### src/rtl/lcd_irq_pkg.sv
package lcd_irq_pkg;
  localparam int NSRC = 4;
  localparam int SRC_UFL  = 0;
  localparam int SRC_FBT  = 1;
  localparam int SRC_VCMP = 2;
  localparam int SRC_BERR = 3;

  typedef enum logic [1:0] {
    VR_SYNC   = 2'd0,
    VR_BPORCH = 2'd1,
    VR_ACTIVE = 2'd2,
    VR_FPORCH = 2'd3
  } vregion_e;

  localparam int A_VSEL  = 0;
  localparam int A_IEN   = 1;
  localparam int A_ICLR  = 2;
  localparam int A_ISTAT = 3;
  localparam int A_BNEXT = 4;
  localparam int A_BACT  = 5;
endpackage

### src/rtl/lcd_irq_vcmp.sv
module lcd_irq_vcmp (
  input  logic       clk,
  input  logic       rst_n,
  input  logic [1:0] vregion_i,
  input  logic [1:0] sel_i,
  output logic       hit_o
);
  logic [1:0] prev_q;

  always_ff @(posedge clk) begin
    if (!rst_n) prev_q <= lcd_irq_pkg::VR_SYNC;
    else        prev_q <= vregion_i;
  end

  // fire only on entry into the selected region
  assign hit_o = (vregion_i == sel_i) && (prev_q != vregion_i);
endmodule

### src/rtl/lcd_irq_fbase.sv
module lcd_irq_fbase #(
  parameter int BASE_W = 32
) (
  input  logic              clk,
  input  logic              rst_n,
  input  logic              wr_i,
  input  logic [BASE_W-1:0] wdata_i,
  input  logic              frame_start_i,
  output logic [BASE_W-1:0] active_o,
  output logic              taken_o
);
  logic [BASE_W-1:0] next_q;
  logic              pend_q;

  assign taken_o = frame_start_i && pend_q;

  always_ff @(posedge clk) begin
    if (!rst_n) begin
      next_q   <= '0;
      pend_q   <= 1'b0;
      active_o <= '0;
    end else begin
      if (taken_o) active_o <= next_q;
      if (wr_i) begin
        next_q <= wdata_i;
        pend_q <= 1'b1;
      end else if (taken_o) begin
        pend_q <= 1'b0;
      end
    end
  end
endmodule

### src/rtl/lcd_irq_stat.sv
module lcd_irq_stat #(
  parameter int N = 4
) (
  input  logic         clk,
  input  logic         rst_n,
  input  logic [N-1:0] ev_i,
  input  logic [N-1:0] clr_i,
  output logic [N-1:0] stat_o
);
  for (genvar b = 0; b < N; b++) begin : g_bit
    always_ff @(posedge clk) begin
      if (!rst_n)        stat_o[b] <= 1'b0;
      else if (ev_i[b])  stat_o[b] <= 1'b1;   // event beats a clear
      else if (clr_i[b]) stat_o[b] <= 1'b0;
    end
  end
endmodule

### src/rtl/lcd_irq_unit.sv
module lcd_irq_unit #(
  parameter int DW     = 32,
  parameter int AW     = 3,
  parameter int BASE_W = 32
) (
  input  logic              clk,
  input  logic              rst_n,
  input  logic              ufl_pulse_i,
  input  logic              berr_pulse_i,
  input  logic              frame_start_i,
  input  logic [1:0]        vregion_i,
  input  logic              reg_wr_i,
  input  logic [AW-1:0]     reg_addr_i,
  input  logic [DW-1:0]     reg_wdata_i,
  output logic [DW-1:0]     reg_rdata_o,
  output logic [BASE_W-1:0] base_active_o,
  output logic [3:0]        irq_vec_o,
  output logic              irq_o
);
  import lcd_irq_pkg::*;

  logic [NSRC-1:0] en_q, stat_q, ev, clr;
  logic [1:0]      vsel_q;
  logic            vhit, btaken;
  logic            wr_vsel, wr_ien, wr_iclr, wr_bnext;

  assign wr_vsel  = reg_wr_i && (reg_addr_i == AW'(A_VSEL));
  assign wr_ien   = reg_wr_i && (reg_addr_i == AW'(A_IEN));
  assign wr_iclr  = reg_wr_i && (reg_addr_i == AW'(A_ICLR));
  assign wr_bnext = reg_wr_i && (reg_addr_i == AW'(A_BNEXT));

  always_ff @(posedge clk) begin
    if (!rst_n) begin
      en_q   <= '0;
      vsel_q <= VR_SYNC;
    end else begin
      if (wr_ien)  en_q   <= reg_wdata_i[NSRC-1:0];
      if (wr_vsel) vsel_q <= reg_wdata_i[1:0];
    end
  end

  lcd_irq_vcmp u_vcmp (
    .clk(clk), .rst_n(rst_n), .vregion_i(vregion_i), .sel_i(vsel_q), .hit_o(vhit)
  );

  lcd_irq_fbase #(.BASE_W(BASE_W)) u_fbase (
    .clk(clk), .rst_n(rst_n), .wr_i(wr_bnext), .wdata_i(reg_wdata_i[BASE_W-1:0]),
    .frame_start_i(frame_start_i), .active_o(base_active_o), .taken_o(btaken)
  );

  always_comb begin
    ev           = '0;
    ev[SRC_UFL]  = ufl_pulse_i;
    ev[SRC_FBT]  = btaken;
    ev[SRC_VCMP] = vhit;
    ev[SRC_BERR] = berr_pulse_i;
  end

  assign clr = wr_iclr ? reg_wdata_i[NSRC-1:0] : '0;

  lcd_irq_stat #(.N(NSRC)) u_stat (
    .clk(clk), .rst_n(rst_n), .ev_i(ev), .clr_i(clr), .stat_o(stat_q)
  );

  assign irq_vec_o = stat_q & en_q;
  assign irq_o     = |irq_vec_o;

  always_comb begin
    reg_rdata_o = '0;
    case (reg_addr_i)
      AW'(A_VSEL):  reg_rdata_o[1:0]      = vsel_q;
      AW'(A_IEN):   reg_rdata_o[NSRC-1:0] = en_q;
      AW'(A_ISTAT): reg_rdata_o[NSRC-1:0] = stat_q;
      AW'(A_BACT):  reg_rdata_o = DW'(base_active_o);
      default:      reg_rdata_o = '0;
    endcase
  end
endmodule

### config.mk
export PLATFORM = sky130hd
export DESIGN_NAME = lcd_irq_unit
export DESIGN_NICKNAME = d
export VERILOG_FILES = /design/src/rtl/lcd_irq_pkg.sv /design/src/rtl/lcd_irq_vcmp.sv /design/src/rtl/lcd_irq_fbase.sv /design/src/rtl/lcd_irq_stat.sv /design/src/rtl/lcd_irq_unit.sv
export SDC_FILE = /design/constraint.sdc
export NUM_CORES = 1
export LEC_CHECK = 0
export ABC_AREA = 1
export CORE_UTILIZATION = 48
export CTS_CLUSTER_SIZE = 25
export DETAILED_ROUTE_END_ITERATION = 10
export PLACE_DENSITY = 0.95
export SYNTH_ARGS = -nofsm -noshare
export SYNTH_HDL_FRONTEND = slang
export SYNTH_SLANG_ARGS = --single-unit
export TNS_END_PERCENT = 20
### constraint.sdc
create_clock -name clk -period 2.33 [get_ports clk]
set_input_delay 0.466 -clock clk [delete_from_list [all_inputs] [get_ports clk]]
set_output_delay 0.466 -clock clk [all_outputs]
set_load 0.03 [all_outputs]
# Yosys cells after proc, flatten, opt, wreduce, memory -nomap -nowiden
# Cells that the tools add are included.
[word_totals]
input_bits = 43
reg_bits = 77
wordCells = 45
out_inout_bits = 69
[op_classes]
n_reduce_logical = 13
n_mux = 14
n_bitwise = 1
n_eq_ne = 7
[op_table]
columns = ["operator", "n"]
rows = [
  ["2-to-1 mux 28 bit", 1],
  ["2-to-1 mux 1 bit", 10],
  ["nonzero test 2 bit", 5],
  ["one-hot mux 2 bit (4 select lines)", 1],
  ["equality test 3 x 2 -> 1 bit, second input constant", 2],
  ["equality test 3 bit, second input constant", 2],
  ["logical AND 1 bit", 6],
  ["one-hot mux 2 bit (3 select lines)", 1],
  ["bitwise AND 4 bit", 1],
  ["2-to-1 mux 4 bit", 1],
  ["OR reduction 4 bit", 1],
  ["equality test 3 x 1 -> 1 bit, second input constant", 1],
  ["logical NOT 3 bit", 1],
  ["equality test 2 bit", 1],
  ["inequality test 2 bit", 1],
]

# Depth between registers and ports, before layout
[logic_depth]
ltp_word = 5
mapped_depth = 7
mapped_depth_nobuf = 7

# Modules after synthesis
# Synthesis repeated with hierarchy kept, for this count alone.
[hier_totals]
hier_cells = 545
hier_area_um2 = 3462.1
[modules_own_cells]
columns = ["mod", "instances", "cells_each", "area_each_um2", "seq_area_each_um2"]
rows = [
  ["lcd_irq_fbase", 1, 347, 2453.6, 1301.2],
  ["lcd_irq_unit", 1, 150, 725.7, 120.1],
  ["lcd_irq_stat", 1, 21, 148.9, 80.1],
  ["lcd_irq_vcmp", 1, 27, 133.9, 40.0],
]

# Worst setup path before layout
# No wires, ideal clock.
[synth_timing]
kind = "input -> output"
start = "in reg_addr_i[1]"
end = "out reg_rdata_o[11]"
setup_slack_ps = 632
arrival_ps = 1232
stages = 6
required_ps = 1864
path_buffers = 1
path_cell_list = "inv_1 nand2_2 nor2_4 inv_2 buf_6 nor2_2"
[synth_between]
elab_chain_len = 2
[synth_rtl]
columns = ["item", "line", "text"]
rows = [
  ["start: declaration", "lcd_irq_unit.sv:13", "input logic [AW-1:0] reg_addr_i,"],
  ["equality test 3 bit", "lcd_irq_unit.sv:70", "case (reg_addr_i)"],
  ["2-to-1 mux 28 bit", "lcd_irq_unit.sv:70", ""],
  ["end: declaration", "lcd_irq_unit.sv:15", "output logic [DW-1:0] reg_rdata_o,"],
]
# Every way passes these cells.

# Worst setup path after layout
[layout_timing]
start = "in reg_addr_i[2]"
end = "out reg_rdata_o[1]"
[layout_between]
elab_chain_len = 2
elab_cells_between_ends = 5
classes_between = "eq/ne: 3; mux: 1; reduce/logical: 1"
[layout_rtl]
columns = ["item", "line"]
rows = [
  ["equality test 3 bit (tied with other cells)", "lcd_irq_unit.sv:70"],
  ["one-hot mux 2 bit (4 select lines) (*)", "lcd_irq_unit.sv:70"],
]
# Mark *: on every way between the ends. The rest lies on a longest branch, timed or not.

==> summary.txt <==
initial core utilization: 0.511
Hold Path Stages: 2
period utilization: 0.959
Mapped Area: 3100 um2
Post-Syn Nets: 465
worst-case clock buffer depth: 2
Final min period: 2.23 ns
placed inst area: 4190 um2
Synth area leader: dfxtp_1
Distinct cells, synth: 20
Mean Syn Cell Area: 7.34 um2
largest cells by area after synthesis: dfxtp_1 50%, nor2_1 11%, o21ai_0 8.9%
Yosys Warn Count: 0
Total Die Area: 6780 um2
initial antenna violation count: 0
Max-Cap Viols: 0
CP required: 1.86 ns
# hold bufs at CTS: 0
DR DRC count: 0
EDFF count, synth: 0
Post-Layout Cell Count: 611
Post-synth ARST share: 0
RSZ-0062 raised after global routing: no
synthesized netlist cell count: 422
max_slew headroom: 0.631
reg2reg end: u_fbase.active_o[4]
TritonCTS Sinks: 77
routed len/inst: 13.1 um
# IOs: 112
Clock Latency Late Sink: 0.33 ns
Total GRT Usage: 0.248
Inst Count DP: 595
first-pass GRT wire length: 12600 um
CTS Buf Count: 9
Crit Path Class: in2out
Synth top cells by count: 93 x nor2_1, 77 x dfxtp_1, 55 x o21ai_0
Die Span X: 82.3 um
share of post-route cells with drive strength above 1: 0.164
IR drop worst, VDD: 410 uV
Rows: 28
Slew @ Worst Pin: 0.553 ns
total power: 0.00293 W
FF-to-FF path depth: 4
final setup fails: 0
Final nets: 574
core area: 6060 um2
CP startpoint kind: input port
vias: 3054
n_diodes: 0
number of I/O port buffers: 111
Starting DRT DRC Count: 190
crit end category: output port
DRT Pass-1 Iters: 5
largest net degree at the start of global routing: 74
status: finished clean
Finished Core Util: 0.734
HP Class: reg2reg
clk slew on worst S/H paths: 0.07 ns
beginning of the worst register-to-register path: u_fbase.pend_q
fin. max-slew vios: 0
Final Skew: 0.00453 ns
fin area: 4450 um2
synthesized flop and latch total: 77
Synth top area share: 0.498
Seq/Total Area, Yosys: 0.498
Vias/cell: 5.00
Hold Vio Cnt, Final: 0
Critical path origin: reg_addr_i[2]
clock root buffer: clkbuf_8
Crit Path Max Fanout: 4
Final ANT Viol Nets: 0
maximum clock frequency: 0.448 GHz
number of global-route vias before repair: 2862
die height: 82.3 um
routed wire length: 7990 um
# H-tree levels: 3
CP arrival: 1.77 ns
LEAKAGE: 1.77 nW
CP endpoint: reg_rdata_o[1]
TritonCTS clock tree: done
Post-synth top flop: dfxtp_1
Reg2Reg Setup Slack: 1.27 ns
area delta synth->final: 43.7%
post-DP HPWL: 5610 um
most numerous cell in the Yosys netlist: nor2_1
routability cong.: 0.999
gr ovfl total: 0
PD cells: 658 nW/um2
worst min path at each step:
stage | start | to | slack (ns)
after global placement | u_fbase.next_q[1] | u_fbase.next_q[1] | 0.46
after detailed placement | u_fbase.next_q[26] | u_fbase.next_q[26] | 0.47
after CTS | u_fbase.pend_q | u_fbase.pend_q | 0.48
after floorplan | u_fbase.pend_q | u_fbase.pend_q | 0.44
after global routing | u_fbase.pend_q | u_fbase.pend_q | 0.50
final | u_fbase.pend_q | u_fbase.pend_q | 0.48
through the flow:
| stage | hold WS [ns] | setup WS, ns | setup TNS (ns) |
|---|---|---|---|
| 2_1_floorplan | 0.443 | 0.632 | 0 |
| 3_3_place_gp | 0.458 | -0.0541 | -0.758 |
| 3_5_place_dp | 0.466 | -0.152 | -3.03 |
| 4_1_cts | 0.481 | 0.0624 | 0 |
| 5_1_grt | 0.497 | 0.0231 | 0 |
| 6_report | 0.478 | 0.0961 | 0 |
worst max-delay path, cell delays in order:
cell	delay (ns)
clkdlybuf4s50_1	0.45
buf_4	0.17
nor2_1	0.13
nand2_1	0.07
inv_1	0.13
nand2_1	0.06
nand4_1	0.11
buf_4	0.18
state kept, by name (all words and copies together) (netlist names):
register          count
u_vcmp.prev_q         2
u_fbase.pend_q        1
vsel_q                2
u_fbase.next_q       32
u_stat.stat_o         4
en_q                  4
u_fbase.active_o     32
what timing repair did:
item	4_1_cts	5_1_grt
endpoints found under the setup margin	28	5
buffers inserted	0	0
resized for setup	1	1
layout make-up:
class / count / area [um2]
well taps: 75 / 93.8
fillers: 468 / 1610
multi-input cells: 273 / 1260
repair buffers: 120 / 1110
inverters: 50 / 194
flip-flops and latches: 77 / 1540
clock buffers: 13 / 169
clock inverters: 3 / 90.1
report_power, final:
part	internal, W	switching [W]
sequential	0.00135	0.0000227
clock	0.000801	0.000457
combinational	0.000136	0.000158
total	0.00229	0.000638
routing by layer:
metal,vias to the layer above,routed length [um],track usage
li1,1543,-,-
met1,1368,3230,0.281
met2,127,4090,0.445
met3,16,487,0.0462
met4,0,183,0.116
met5,-,0,0
cells in the final DEF, fill, tap and decap left out:
cell type,n
nor2_1,93
clkdlybuf4s50_1,78
dfxtp_1,77
o21ai_0,55
inv_1,46
buf_4,40
nand2_1,36
a21oi_1,35
nor2_2,21
o21ai_1,15
clkbuf_8,12
nand3_1,9
nand2_2,3
nand4_1,3
bufinv_16,3
inv_2,2
nor2_4,2
inv_6,1
nand3_2,1
clkinv_2,1
clkbuf_1,1
buf_2,1
buf_12,1
logic make-up after synthesis:
kind of cell,count (synthesis),share of synthesized area
AOI/OAI and AO/OA,105,0.170
buffers and inverters,72,0.0977
DFF,77,0.498
and+or+nand+nor,168,0.235
No activity file was read; power rests on OpenSTA's default activity.
